--- config.mk ---
export PLATFORM = sky130hd
export DESIGN_NAME = fp_addsub
export DESIGN_NICKNAME = d
export VERILOG_FILES = /design/src/rtl/fpa_pkg.sv /design/src/rtl/fpa_unpack.sv /design/src/rtl/fpa_align_add.sv /design/src/rtl/fpa_norm_round.sv /design/src/rtl/fp_addsub.sv
export SDC_FILE = /design/constraint.sdc
export NUM_CORES = 1
export LEC_CHECK = 0
export ABC_AREA = 1
export CAP_MARGIN = 20
export CORE_MARGIN = 3
export CORE_UTILIZATION = 30
export DETAILED_ROUTE_END_ITERATION = 12
export GPL_TIMING_DRIVEN = 0
export PLACE_DENSITY = 0.53
export SYNTH_ARGS = -nofsm -noshare
export SYNTH_HDL_FRONTEND = slang
export SYNTH_SLANG_ARGS = --single-unit
--- constraint.sdc ---
create_clock -name clk -period 4.6 [get_ports clk]
set_clock_uncertainty 0.15 [all_clocks]
set_input_delay 0.92 -clock clk [delete_from_list [all_inputs] [get_ports clk]]
set_output_delay 0.92 -clock clk [all_outputs]
set_load 0.1 [all_outputs]
--- src/rtl/fpa_pkg.sv ---
package fpa_pkg;
   typedef enum logic [1:0] {
      CL_ZERO = 2'd0,
      CL_FIN  = 2'd1,
      CL_INF  = 2'd2,
      CL_NAN  = 2'd3
   } cls_t;
endpackage

--- src/rtl/fpa_unpack.sv ---
module fpa_unpack #(
   parameter int EXP_W  = 8,
   parameter int FRAC_W = 23,
   localparam int W     = 1 + EXP_W + FRAC_W
) (
   input  logic [W-1:0]      i_word,
   input  logic              i_neg,
   output logic              o_sign,
   output logic [EXP_W-1:0]  o_exp,
   output logic [FRAC_W:0]   o_sig,
   output fpa_pkg::cls_t     o_cls
);
   logic [EXP_W-1:0]  fld_e;
   logic [FRAC_W-1:0] fld_f;
   logic              e_lo, e_hi, f_nz;

   always_comb begin
      fld_e  = i_word[W-2:FRAC_W];
      fld_f  = i_word[FRAC_W-1:0];
      e_lo   = (fld_e == '0);
      e_hi   = &fld_e;
      f_nz   = |fld_f;
      o_sign = i_word[W-1] ^ i_neg;
      o_exp  = e_lo ? EXP_W'(1) : fld_e;
      o_sig  = {~e_lo, fld_f};
      if (e_hi)       o_cls = f_nz ? fpa_pkg::CL_NAN : fpa_pkg::CL_INF;
      else if (e_lo)  o_cls = f_nz ? fpa_pkg::CL_FIN : fpa_pkg::CL_ZERO;
      else            o_cls = fpa_pkg::CL_FIN;
   end
endmodule

--- src/rtl/fpa_align_add.sv ---
module fpa_align_add #(
   parameter int EXP_W  = 8,
   parameter int FRAC_W = 23,
   localparam int SW    = FRAC_W + 1,
   localparam int GW    = SW + 3
) (
   input  logic              i_a_sign,
   input  logic [EXP_W-1:0]  i_a_exp,
   input  logic [SW-1:0]     i_a_sig,
   input  logic              i_b_sign,
   input  logic [EXP_W-1:0]  i_b_exp,
   input  logic [SW-1:0]     i_b_sig,
   output logic              o_sign,
   output logic [EXP_W-1:0]  o_exp,
   output logic [GW:0]       o_mag
);
   logic              swap, s_big, s_sml, eff_sub;
   logic [EXP_W-1:0]  e_big, e_sml, diff;
   logic [SW-1:0]     m_big, m_sml;
   int unsigned       dcl;
   logic [2*GW-1:0]   ext, shd;
   logic [GW-1:0]     big_x, al;
   logic [GW:0]       t;

   always_comb begin
      swap  = (i_b_exp > i_a_exp);
      s_big = swap ? i_b_sign : i_a_sign;
      e_big = swap ? i_b_exp  : i_a_exp;
      m_big = swap ? i_b_sig  : i_a_sig;
      s_sml = swap ? i_a_sign : i_b_sign;
      e_sml = swap ? i_a_exp  : i_b_exp;
      m_sml = swap ? i_a_sig  : i_b_sig;
      diff  = e_big - e_sml;
      dcl   = (int'(diff) > GW) ? GW : int'(diff);
      ext   = {m_sml, 3'b000, {GW{1'b0}}};
      shd   = ext >> dcl;
      al    = {shd[2*GW-1:GW+1], shd[GW] | (|shd[GW-1:0])};
      big_x = {m_big, 3'b000};
      eff_sub = s_big ^ s_sml;
      o_exp = e_big;
      t     = '0;
      if (!eff_sub) begin
         o_mag  = {1'b0, big_x} + {1'b0, al};
         o_sign = s_big;
      end else begin
         t = {1'b0, big_x} + {1'b0, ~al} + (GW+1)'(1);
         if (t[GW]) begin
            o_mag  = {1'b0, t[GW-1:0]};
            o_sign = s_big;
         end else begin
            o_mag  = {1'b0, (~t[GW-1:0]) + GW'(1)};
            o_sign = ~s_big;
         end
      end
   end
endmodule

--- src/rtl/fpa_norm_round.sv ---
module fpa_norm_round #(
   parameter int EXP_W  = 8,
   parameter int FRAC_W = 23,
   localparam int W     = 1 + EXP_W + FRAC_W,
   localparam int SW    = FRAC_W + 1,
   localparam int GW    = SW + 3,
   localparam int XE    = EXP_W + 2,
   localparam int EMAX  = (1 << EXP_W) - 1
) (
   input  logic              i_sign,
   input  logic [EXP_W-1:0]  i_exp,
   input  logic [GW:0]       i_mag,
   output logic [W-1:0]      o_word,
   output logic              o_ovf,
   output logic              o_unf,
   output logic              o_lead
);
   logic [$clog2(GW+1)-1:0] lz;
   logic [GW-1:0]           n;
   logic signed [XE-1:0]    ez, e1, e2;
   logic                    up;
   logic [SW:0]             r;
   logic [FRAC_W-1:0]       frac;

   always_comb begin
      lz = '0;
      for (int i = 0; i < GW; i++)
         if (i_mag[i]) lz = ($clog2(GW+1))'(GW - 1 - i);
      ez = signed'({2'b00, i_exp});
      if (i_mag[GW]) begin
         n  = {i_mag[GW:2], i_mag[1] | i_mag[0]};
         e1 = ez + XE'(1);
      end else begin
         n  = i_mag[GW-1:0] << lz;
         e1 = ez - signed'(XE'(lz));
      end
      up = n[2] & (n[1] | n[0] | n[3]);
      r  = {1'b0, n[GW-1:3]} + (SW+1)'(up);
      if (r[SW]) begin
         frac = '0;
         e2   = e1 + XE'(1);
      end else begin
         frac = r[FRAC_W-1:0];
         e2   = e1;
      end
      o_lead = n[GW-1];
      o_ovf  = 1'b0;
      o_unf  = 1'b0;
      if (i_mag == '0) begin
         o_word = '0;
      end else if (int'(e2) >= EMAX) begin
         o_word = {i_sign, {EXP_W{1'b1}}, {FRAC_W{1'b0}}};
         o_ovf  = 1'b1;
      end else if (int'(e2) < 1) begin
         o_word = '0;
         o_unf  = 1'b1;
      end else begin
         o_word = {i_sign, e2[EXP_W-1:0], frac};
      end
   end
endmodule

--- src/rtl/fp_addsub.sv ---
module fp_addsub #(
   parameter int EXP_W  = 8,
   parameter int FRAC_W = 23,
   parameter int PIPE   = 1,
   localparam int W     = 1 + EXP_W + FRAC_W,
   localparam int SW    = FRAC_W + 1,
   localparam int GW    = SW + 3
) (
   input  logic         clk,
   input  logic         rst_n,
   input  logic         i_valid,
   input  logic         i_sub,
   input  logic [W-1:0] i_a,
   input  logic [W-1:0] i_b,
   output logic         o_valid,
   output logic [W-1:0] o_res,
   output logic         o_ovf,
   output logic         o_unf
);
   import fpa_pkg::*;

   localparam logic [W-1:0] QNAN = {1'b0, {EXP_W{1'b1}}, 1'b1, {(FRAC_W-1){1'b0}}};

   initial begin
      assert (PIPE == 0 || PIPE == 1) else $error("PIPE must be 0 or 1");
      assert (EXP_W >= 3)             else $error("EXP_W too small");
      assert (FRAC_W >= 2)            else $error("FRAC_W too small");
   end

   logic             sa, sb;
   logic [EXP_W-1:0] ea, eb;
   logic [SW-1:0]    ma, mb;
   cls_t             ca, cb;

   fpa_unpack #(.EXP_W(EXP_W), .FRAC_W(FRAC_W)) u_upa (
      .i_word(i_a), .i_neg(1'b0), .o_sign(sa), .o_exp(ea), .o_sig(ma), .o_cls(ca));
   fpa_unpack #(.EXP_W(EXP_W), .FRAC_W(FRAC_W)) u_upb (
      .i_word(i_b), .i_neg(i_sub), .o_sign(sb), .o_exp(eb), .o_sig(mb), .o_cls(cb));

   // special operands bypass the arithmetic
   logic         sp;
   logic [W-1:0] spw;
   always_comb begin
      sp  = 1'b1;
      spw = QNAN;
      if (ca == CL_NAN || cb == CL_NAN)      spw = QNAN;
      else if (ca == CL_INF && cb == CL_INF) spw = (sa == sb) ? {sa, {EXP_W{1'b1}}, {FRAC_W{1'b0}}} : QNAN;
      else if (ca == CL_INF)                 spw = {sa, {EXP_W{1'b1}}, {FRAC_W{1'b0}}};
      else if (cb == CL_INF)                 spw = {sb, {EXP_W{1'b1}}, {FRAC_W{1'b0}}};
      else                                   sp  = 1'b0;
   end

   logic             ad_sign;
   logic [EXP_W-1:0] ad_exp;
   logic [GW:0]      ad_mag;

   fpa_align_add #(.EXP_W(EXP_W), .FRAC_W(FRAC_W)) u_add (
      .i_a_sign(sa), .i_a_exp(ea), .i_a_sig(ma),
      .i_b_sign(sb), .i_b_exp(eb), .i_b_sig(mb),
      .o_sign(ad_sign), .o_exp(ad_exp), .o_mag(ad_mag));

   logic             st_v, st_sp, st_sign;
   logic [W-1:0]     st_spw;
   logic [EXP_W-1:0] st_exp;
   logic [GW:0]      st_mag;

   generate
      if (PIPE == 1) begin : g_stage
         always_ff @(posedge clk or negedge rst_n)
            if (!rst_n) st_v <= 1'b0;
            else        st_v <= i_valid;
         always_ff @(posedge clk)
            if (i_valid) begin
               st_sp   <= sp;
               st_spw  <= spw;
               st_sign <= ad_sign;
               st_exp  <= ad_exp;
               st_mag  <= ad_mag;
            end
      end else begin : g_flow
         always_comb begin
            st_v    = i_valid;
            st_sp   = sp;
            st_spw  = spw;
            st_sign = ad_sign;
            st_exp  = ad_exp;
            st_mag  = ad_mag;
         end
      end
   endgenerate

   logic [W-1:0] nr_word;
   logic         nr_ovf, nr_unf, nr_lead;

   fpa_norm_round #(.EXP_W(EXP_W), .FRAC_W(FRAC_W)) u_nrm (
      .i_sign(st_sign), .i_exp(st_exp), .i_mag(st_mag),
      .o_word(nr_word), .o_ovf(nr_ovf), .o_unf(nr_unf), .o_lead(nr_lead));

   always_ff @(posedge clk or negedge rst_n) begin
      if (!rst_n) begin
         o_valid <= 1'b0;
         o_res   <= '0;
         o_ovf   <= 1'b0;
         o_unf   <= 1'b0;
      end else begin
         o_valid <= st_v;
         if (st_v) begin
            o_res <= st_sp ? st_spw : nr_word;
            o_ovf <= !st_sp && nr_ovf;
            o_unf <= !st_sp && nr_unf;
         end
      end
   end


   latency_chk: assert property (@(posedge clk) disable iff (!rst_n)
      o_valid == $past(i_valid, PIPE + 1));

   hold_chk: assert property (@(posedge clk) disable iff (!rst_n)
      !o_valid |-> ($stable(o_res) && $stable(o_ovf) && $stable(o_unf)));

   norm_lead_chk: assert property (@(posedge clk) disable iff (!rst_n)
      (st_v && !st_sp && (st_mag != '0)) |-> nr_lead);

   ovf_inf_chk: assert property (@(posedge clk) disable iff (!rst_n)
      o_ovf |-> ((&o_res[W-2:FRAC_W]) && (o_res[FRAC_W-1:0] == '0) && !o_unf));

   unf_zero_chk: assert property (@(posedge clk) disable iff (!rst_n)
      o_unf |-> (o_res == '0));

   nan_canon_chk: assert property (@(posedge clk) disable iff (!rst_n)
      (o_valid && (&o_res[W-2:FRAC_W]) && (|o_res[FRAC_W-1:0])) |-> (o_res == QNAN && !o_ovf));
endmodule

== Yosys cells after proc, flatten, opt, wreduce, memory -nomap -nowiden ==
Cells that the tools add are included.
Widths: inputs -> output; s select.

* ROM bits: 0
* Flip-flop bits (word level): 106
* Output and inout port bits: 35
* Bits in latches: 0
* Memory bits (writable): 0
* Memories kept: 0

* Shift-type cells: 2
* $add $sub $neg: 9
* Multiplexer cells: 66
* Bitwise logic cells: 12
* Reduce and logical (&&, ||, !) cells: 14
* Divide/modulo/power cells: 0
* $mul: 0
* Eq/ne operators: 5
* Magnitude comparators: 4

{| class="wikitable"
|+ Operators by type and width
! cell !! number
|-
| $mux 32 || 8
|-
| $mux 5 || 27
|-
| $add 27x27->28 || 2
|-
| $mux 27 || 2
|-
| $not 27->27 || 2
|-
| $shr 54x32->54 || 1
|-
| $mux 24 || 2
|-
| $reduce_or 23->1 || 2
|-
| $mux 8 || 5
|-
| $add 28x1->28 const B || 1
|-
| $logic_not 28->1 || 1
|-
| $mux 28 || 1
|-
| $add 27x1->27 const B || 1
|-
| $reduce_or 27->1 || 1
|-
| $shl 27x5->27 || 1
|-
| $add 24x1->25 || 1
|-
| $mux 23 || 1
|-
| $mux 10 || 2
|-
| $logic_not 8->1 || 2
|-
| $reduce_and 8->1 || 2
|-
| $mux 1 || 14
|-
| $add 10x2->10 const B || 1
|-
| $ge 10x9->1 const B || 1
|-
| $lt 10x2->1 const B || 1
|-
| 16 further kinds || 30
|}

== Depth between registers and ports, before layout ==
Gate-level depths: netlist of the first run.

* Depth in word-level cells: 39
* Depth in mapped cells: 65

== Hierarchy ==
A second synthesis of the first run with hierarchy kept.

* Cells, all modules: 2477
* Area, all modules: 14244.9 um^2

{| class="wikitable"
|+ By module, submodules not included
! module !! area an instance (um^2) !! cells an instance !! times used
|-
| fpa_align_add || 6676.4 || 1353 || 1
|-
| fpa_norm_round || 3956.3 || 781 || 1
|-
| fp_addsub || 2864.0 || 203 || 1
|-
| fpa_unpack || 374.1 || 70 || 2
|}

== Least setup slack after synthesis of the first run ==
No wires, ideal clock.

* Path kind: input to register
* From: input port i_b[26]
* To: register st_mag[27] (data pin)
* Cell stages on the path: 59
* Data arrival time: 6.996 ns
* Required time: 4.192 ns
* Setup slack: -2.804 ns
* Setup time: 0.258 ns
* Cell sequence: inv_1 -> nand4_1 -> o21ai_0 -> inv_1 -> ha_1 -> nand2_1 -> nand2_1 -> nand2_1 -> nand2_1 -> nand2_4 -> nand2_4 -> buf_8 -> nand2_2 -> nand3_2 -> ha_1 -> inv_1 -> nand2_2 -> nand2_1 -> [23 not listed] -> nor2_1 -> o31ai_1 -> nand3_1 -> nand2_1 -> a21oi_1 -> inv_1 -> a21oi_1 -> o21bai_1 -> a21oi_1 -> nor2_1 -> o21ai_0 -> o21ai_0 -> nand3_1 -> nand2_1 -> nand3_1 -> nor3_1 -> o31ai_1 -> inv_1

* Longest elaborated chain between the ends: 12

{| class="wikitable"
|+ Ends and longest elaborated chain
! element !! line !! RTL
|-
| start: declaration || fp_addsub.sv:14 || <nowiki>input logic [W-1:0] i_b,</nowiki>
|-
| $logic_not 8->1 || fpa_unpack.sv:20 || <nowiki>e_lo = (fld_e == '0);</nowiki>
|-
| $mux 8 || fpa_unpack.sv:24 || <nowiki>o_exp = e_lo ? EXP_W'(1) : fld_e;</nowiki>
|-
| $gt 8x8->1 || fpa_align_add.sv:26 || <nowiki>swap = (i_b_exp > i_a_exp);</nowiki>
|-
| $mux 8 (on tied branches) || fpa_align_add.sv:28, fpa_align_add.sv:31 ||
|-
| $sub 8x8->8 || fpa_align_add.sv:33 || <nowiki>diff = e_big - e_sml;</nowiki>
|-
| $gt 8x5->1 || fpa_align_add.sv:34 || <nowiki>dcl = (int'(diff) > GW) ? GW : int'(diff);</nowiki>
|-
| $mux 8 || fpa_align_add.sv:34 ||
|-
| $shr 54x32->54 || fpa_align_add.sv:36 || <nowiki>shd = ext >> dcl;</nowiki>
|-
| $reduce_or 27->1 || fpa_align_add.sv:37 || <nowiki>al = {shd[2*GW-1:GW+1], shd[GW] | (|shd[GW-1:0])};</nowiki>
|-
| $or 1x1->1 || fpa_align_add.sv:37 ||
|-
| $add 27x27->28 || fpa_align_add.sv:43 || <nowiki>o_mag = {1'b0, big_x} + {1'b0, al};</nowiki>
|-
| $mux 28 (*) || fpa_align_add.sv:42 || <nowiki>if (!eff_sub) begin</nowiki>
|-
| end signal: assignment || fp_addsub.sv:78 || <nowiki>st_mag <= ad_mag;</nowiki>
|-
| end: declaration || fp_addsub.sv:65 || <nowiki>logic [GW:0] st_mag;</nowiki>
|}

Mark *: on every way between the ends. The rest lies on a longest branch, timed or not.
A chain may end at the register's enable or synchronous reset.

== Final worst setup path of the first run ==
* From: input port i_a[23]
* To: register st_mag[25] (data pin)

* Longest elaborated chain between the ends: 17

{| class="wikitable"
|+ Ends and longest elaborated chain
! element !! line !! RTL
|-
| start: declaration || fp_addsub.sv:13 || <nowiki>input logic [W-1:0] i_a,</nowiki>
|-
| $logic_not 8->1 || fpa_unpack.sv:20 ||
|-
| $mux 8 || fpa_unpack.sv:24 ||
|-
| $gt 8x8->1 || fpa_align_add.sv:26 ||
|-
| $mux 8 (on tied branches) || fpa_align_add.sv:28, fpa_align_add.sv:31 ||
|-
| $sub 8x8->8 || fpa_align_add.sv:33 ||
|-
| $gt 8x5->1 || fpa_align_add.sv:34 ||
|-
| $mux 8 || fpa_align_add.sv:34 ||
|-
| $shr 54x32->54 || fpa_align_add.sv:36 ||
|-
| [2 not listed] || -- ||
|-
| $not 27->27 || fpa_align_add.sv:46 || <nowiki>t = {1'b0, big_x} + {1'b0, ~al} + (GW+1)'(1);</nowiki>
|-
| $add 27x27->28 || fpa_align_add.sv:46 ||
|-
| $add 28x1->28 || fpa_align_add.sv:46 ||
|-
| $not 27->27 || fpa_align_add.sv:51 || <nowiki>o_mag = {1'b0, (~t[GW-1:0]) + GW'(1)};</nowiki>
|-
| $add 27x1->27 || fpa_align_add.sv:51 ||
|-
| $mux 27 || fpa_align_add.sv:47 || <nowiki>if (t[GW]) begin</nowiki>
|-
| $mux 28 (*) || fpa_align_add.sv:42 ||
|-
| via ad_mag[25] || fp_addsub.sv:55 || <nowiki>logic [GW:0] ad_mag;</nowiki>
|}

The timed path passes the listed nets; every way through them passes the cells marked *.

==> results.md, run 1 <==
- Status: finished, violations left
- Failing checks: negative setup slack
- Filler Cell Count: roughly 4600
- Commonest non-fill, non-tap cells in the layout: 630 x nand2_1, 289 x nand3_1, 249 x inv_1
- Clk root buf: clkbuf_16
- Psw: approximately 0.0037 W
- Synth Instances: 2356
- Row count: 76
- Ys async rst share: a little under half
- Maxcap violations: 0
- Worst-Margin Slew: 1180 ps
- Yosys Warn Count: 0
- CTS Buf Count: 9
- Die Area: ~0.047 mm^2
- Design Area, Final: 0.0197 mm^2
- Critical path's top delay family: simple AND/OR/NAND/NOR gates
- GRT Total Usage: between 20% and 30%
- Switching share of power: 55.3%
- Final ANT Viol Nets: 0
- CP max stage delay: 490 ps
- Worst hold path class: flop to flop
- Leak: 9.32 nW
- Fin cells: 3297
- Layout area overhead: 48.6%
- Sequential fraction of the synthesis area: 15.9%
- Number of synthesized flops with an enable pin: 40
- RSZ-0062 raised after global routing: true
- Minimum clock period: roughly 7600 ps
- Setup Crit Path Kind: primary input to flop
- Worst r2r dst: o_res[8]$_DFFE_PN0P_
- Die Ht: 216 um
- Setup TNS: -87110 ps
- Antenna violations before repair: 0
- Routed vias: 17500
- Fin crit share: 165%
- CTS tree: built
- NumNets Final: about 2800
- Most common cell on crit path: nand2_2
- Starting Density: 30.6%
- Syn avg cell area: between 5 and 6 um^2
- DR pass1 iterations: 7
- Hold endpoint: o_res[12]$_DFFE_PN0P_
- Hold Path Origin: o_res[12]$_DFFE_PN0P_
- WHS: 328 ps
- Worst EP arrival: about 7500 ps
- Buffer depth of the longest clock path: 2
- Flop and latch count out of synthesis: 76
- DRC: 0
- Clock sink total: 76
- Critical Path RT: 4560 ps
- Fin. Hold Viols: 0
- Total chip power: between 0.006 and 0.007 W
- Io pins: 103
- Hold buffers post-CTS: 0
- Maximum vdd ir drop: 191 uV
- Synth unique cells: 61
- Combinational share of power: 74.2%
- Register Area: around 0.0021 mm^2
- Crit-path slowest cell: clkbuf_1
- Max Clock Freq: 0.132 GHz
- Hold Path Depth: 2
- Worst reg2reg path startpoint: st_mag[1]$_DFFE_PP_
- Dpl cells: 3044
- Internal: 0.00300 W
- Number of global-route vias before repair: 16200
- Crit-path max FO: 10
- Cells on worst reg2reg path: 49
- Clock power frac: around 11%
- Most common cell after layout, fill and taps aside: nand2_1
- DPL Wire Length: about 47000 um
- Sequential power share: 14.7%
- Drt wl/cell: 18.4 um
- Post-synthesis cell area: between 0.01 and 0.015 mm^2
- DRT Wirelength: 60500 um
- H-tree depth: 3
- Clock Latency Late Sink: 360 ps
- Crit path capture type: flop
- Pins Over Slew Limit: 0
- Count of final setup violators: 63
- Power density over the cells: 342 mW/mm^2
- Share of layout cells above drive strength 1: 30.7%
- Reg-to-reg slack, setup: -650 ps
- Core footprint: 0.0434 mm^2
- Worst-path clk slew: ~60 ps
- Critical path depth: 50
- Syn_nets: ~2500
- Setup crit start kind: primary input
- Max-Slew Margin vs Limit: about a fifth
- Bufs and invs on worst path: 12
- Final worst slack: -2970 ps
- Synth Flop Type: edfxtp_1
- Wire length of the first global-routing pass: about 90000 um
- 1st-iter DRT viols: ~1300
- Largest net degree at the start of global routing: 42
- Die Wd: about 220 um
- Area of the multi-input gates: 0.0117 mm^2
- Vias per cell: 5.30
- GRT overflow: 0
- Port buffer count: between 100 and 150
- Placed Area: 0.0153 mm^2
- GPL Wtd Cong: 0.941
- Ant. Diodes: 0
[layer usage]
layer | track usage, % | up-vias | share of wire (%)
met5 | 0 | - | 0
met3 | 2.16 | 134 | 5.2
met2 | 42.9 | 663 | 49
li1 | - | 8470 | -
met4 | 9.17 | 0 | 4.5
met1 | 29.5 | 8213 | 41
[worst min-delay path, cell delays in order (launching register included)]
cell	delay, ps
dfrtp_1	340
nand2_1	60
nand2_1	50
[synth_stat cells (5+ instances only)]
master	count	share of area (%)
o21ai_0	132	5.0
o21ai_1	16	0.60
clkbuf_1	46	1.3
nand2_2	21	0.99
nor3_1	25	0.94
ha_1	67	6.3
nand3_1	369	14
nor2_2	12	0.57
a21oi_1	107	4.0
buf_2	14	0.53
inv_2	15	0.42
xor2_1	34	2.2
nand2_1	739	21
xnor2_1	13	0.86
buf_1	6	0.17
o21a_1	5	0.28
a31oi_1	8	0.38
nor2_1	186	5.3
buf_6	7	0.59
dfrtp_1	36	6.8
buf_4	11	0.62
clkinv_1	6	0.17
nand2_4	7	0.59
o211ai_1	5	0.28
nand4_1	53	2.5
edfxtp_1	40	9.1
nor2_4	5	0.42
o31ai_1	5	0.28
o22ai_1	10	0.47
nor4_1	12	0.57
nand3_2	9	0.68
or2_2	5	0.24
o21bai_1	5	0.28
inv_1	285	8.1
[cell families (layout without fill, tap and decap cells)]
family,count (synthesis),in the layout,share of synthesized area [%]
and+or+nand+nor,1457,1460,49.0
buffers and inverters,392,745,12.0
AOI/OAI and AO/OA,311,311,12.9
DFF,76,76,15.9
adders and majority gates,69,69,6.63
xor gates and xnor gates,51,51,3.60
[timing repair]
item,CTS,global route
buffers inserted,150,88
pin swaps,49,139
gates resized for setup,228,431
gates cloned,1,9
endpoints found under the setup margin,64,63
[power by group through the flow]
stage	Combinational (W)	Sequential (W)	Clock, W
5_1_grt	0.00539	0.00100	0.000786
6_report	0.00499	0.000990	0.000744
2_1_floorplan	0.00237	0.00135	0
3_5_place_dp	0.00384	0.000998	0
3_3_place_gp	0.00384	0.000996	0
4_1_cts	0.00414	0.000985	0.000757
[registers in the layout, summed over array words and instances (netlist names)]
register	flops
st_v	1
st_mag	28
st_exp	8
st_sign	1
st_spw	2
o_valid	1
o_ovf	1
o_unf	1
o_res	32
st_sp	1
[how the worst max path moves through the flow]
stage	from	end	slack [ps]
after floorplan	i_b[25]	st_mag[25]$_DFFE_PP_	-2290
after global placement	i_b[25]	st_mag[25]$_DFFE_PP_	-4440
after detailed placement	i_b[25]	st_mag[25]$_DFFE_PP_	-4440
after CTS	i_b[25]	st_mag[25]$_DFFE_PP_	-2850
after global routing	i_a[29]	st_mag[27]$_SDFFCE_PN0P_	-3330
final	i_a[23]	st_mag[25]$_DFFE_PP_	-2970
[cell type report]
class	count	share of cell area (%)
clock inverter	7	0.375
multi-input combinational	1891	59.7
clock buffer	9	1.14
tap	585	3.72
buffer	83	3.03
inverter	307	6.15
timing repair buffer	339	15.2
sequential	76	10.7
[per-stage QoR]
step | utilization, % | setup WS (ps)
2_1_floorplan | - | -2290
3_3_place_gp | 35.2 | -4440
6_report | 45.4 | -2970
4_1_cts | 39.9 | -2850
3_5_place_dp | 35.2 | -4440
5_1_grt | 45.4 | -3330
No activity file was read; power rests on OpenSTA's default activity.
==> run 2: changes to the inputs <==
--- a/config.mk
+++ b/config.mk
@@ -6,9 +6,10 @@
 export NUM_CORES = 1
 export LEC_CHECK = 0
 export ABC_AREA = 1
-export CAP_MARGIN = 20
+export CAP_MARGIN = 10
 export CORE_MARGIN = 3
 export CORE_UTILIZATION = 30
+export CTS_CLUSTER_SIZE = 10
 export DETAILED_ROUTE_END_ITERATION = 12
 export GPL_TIMING_DRIVEN = 0
 export PLACE_DENSITY = 0.53
==> results of run 2 <==
No change in the layout: final DEF, timing and power equal those of run 1.
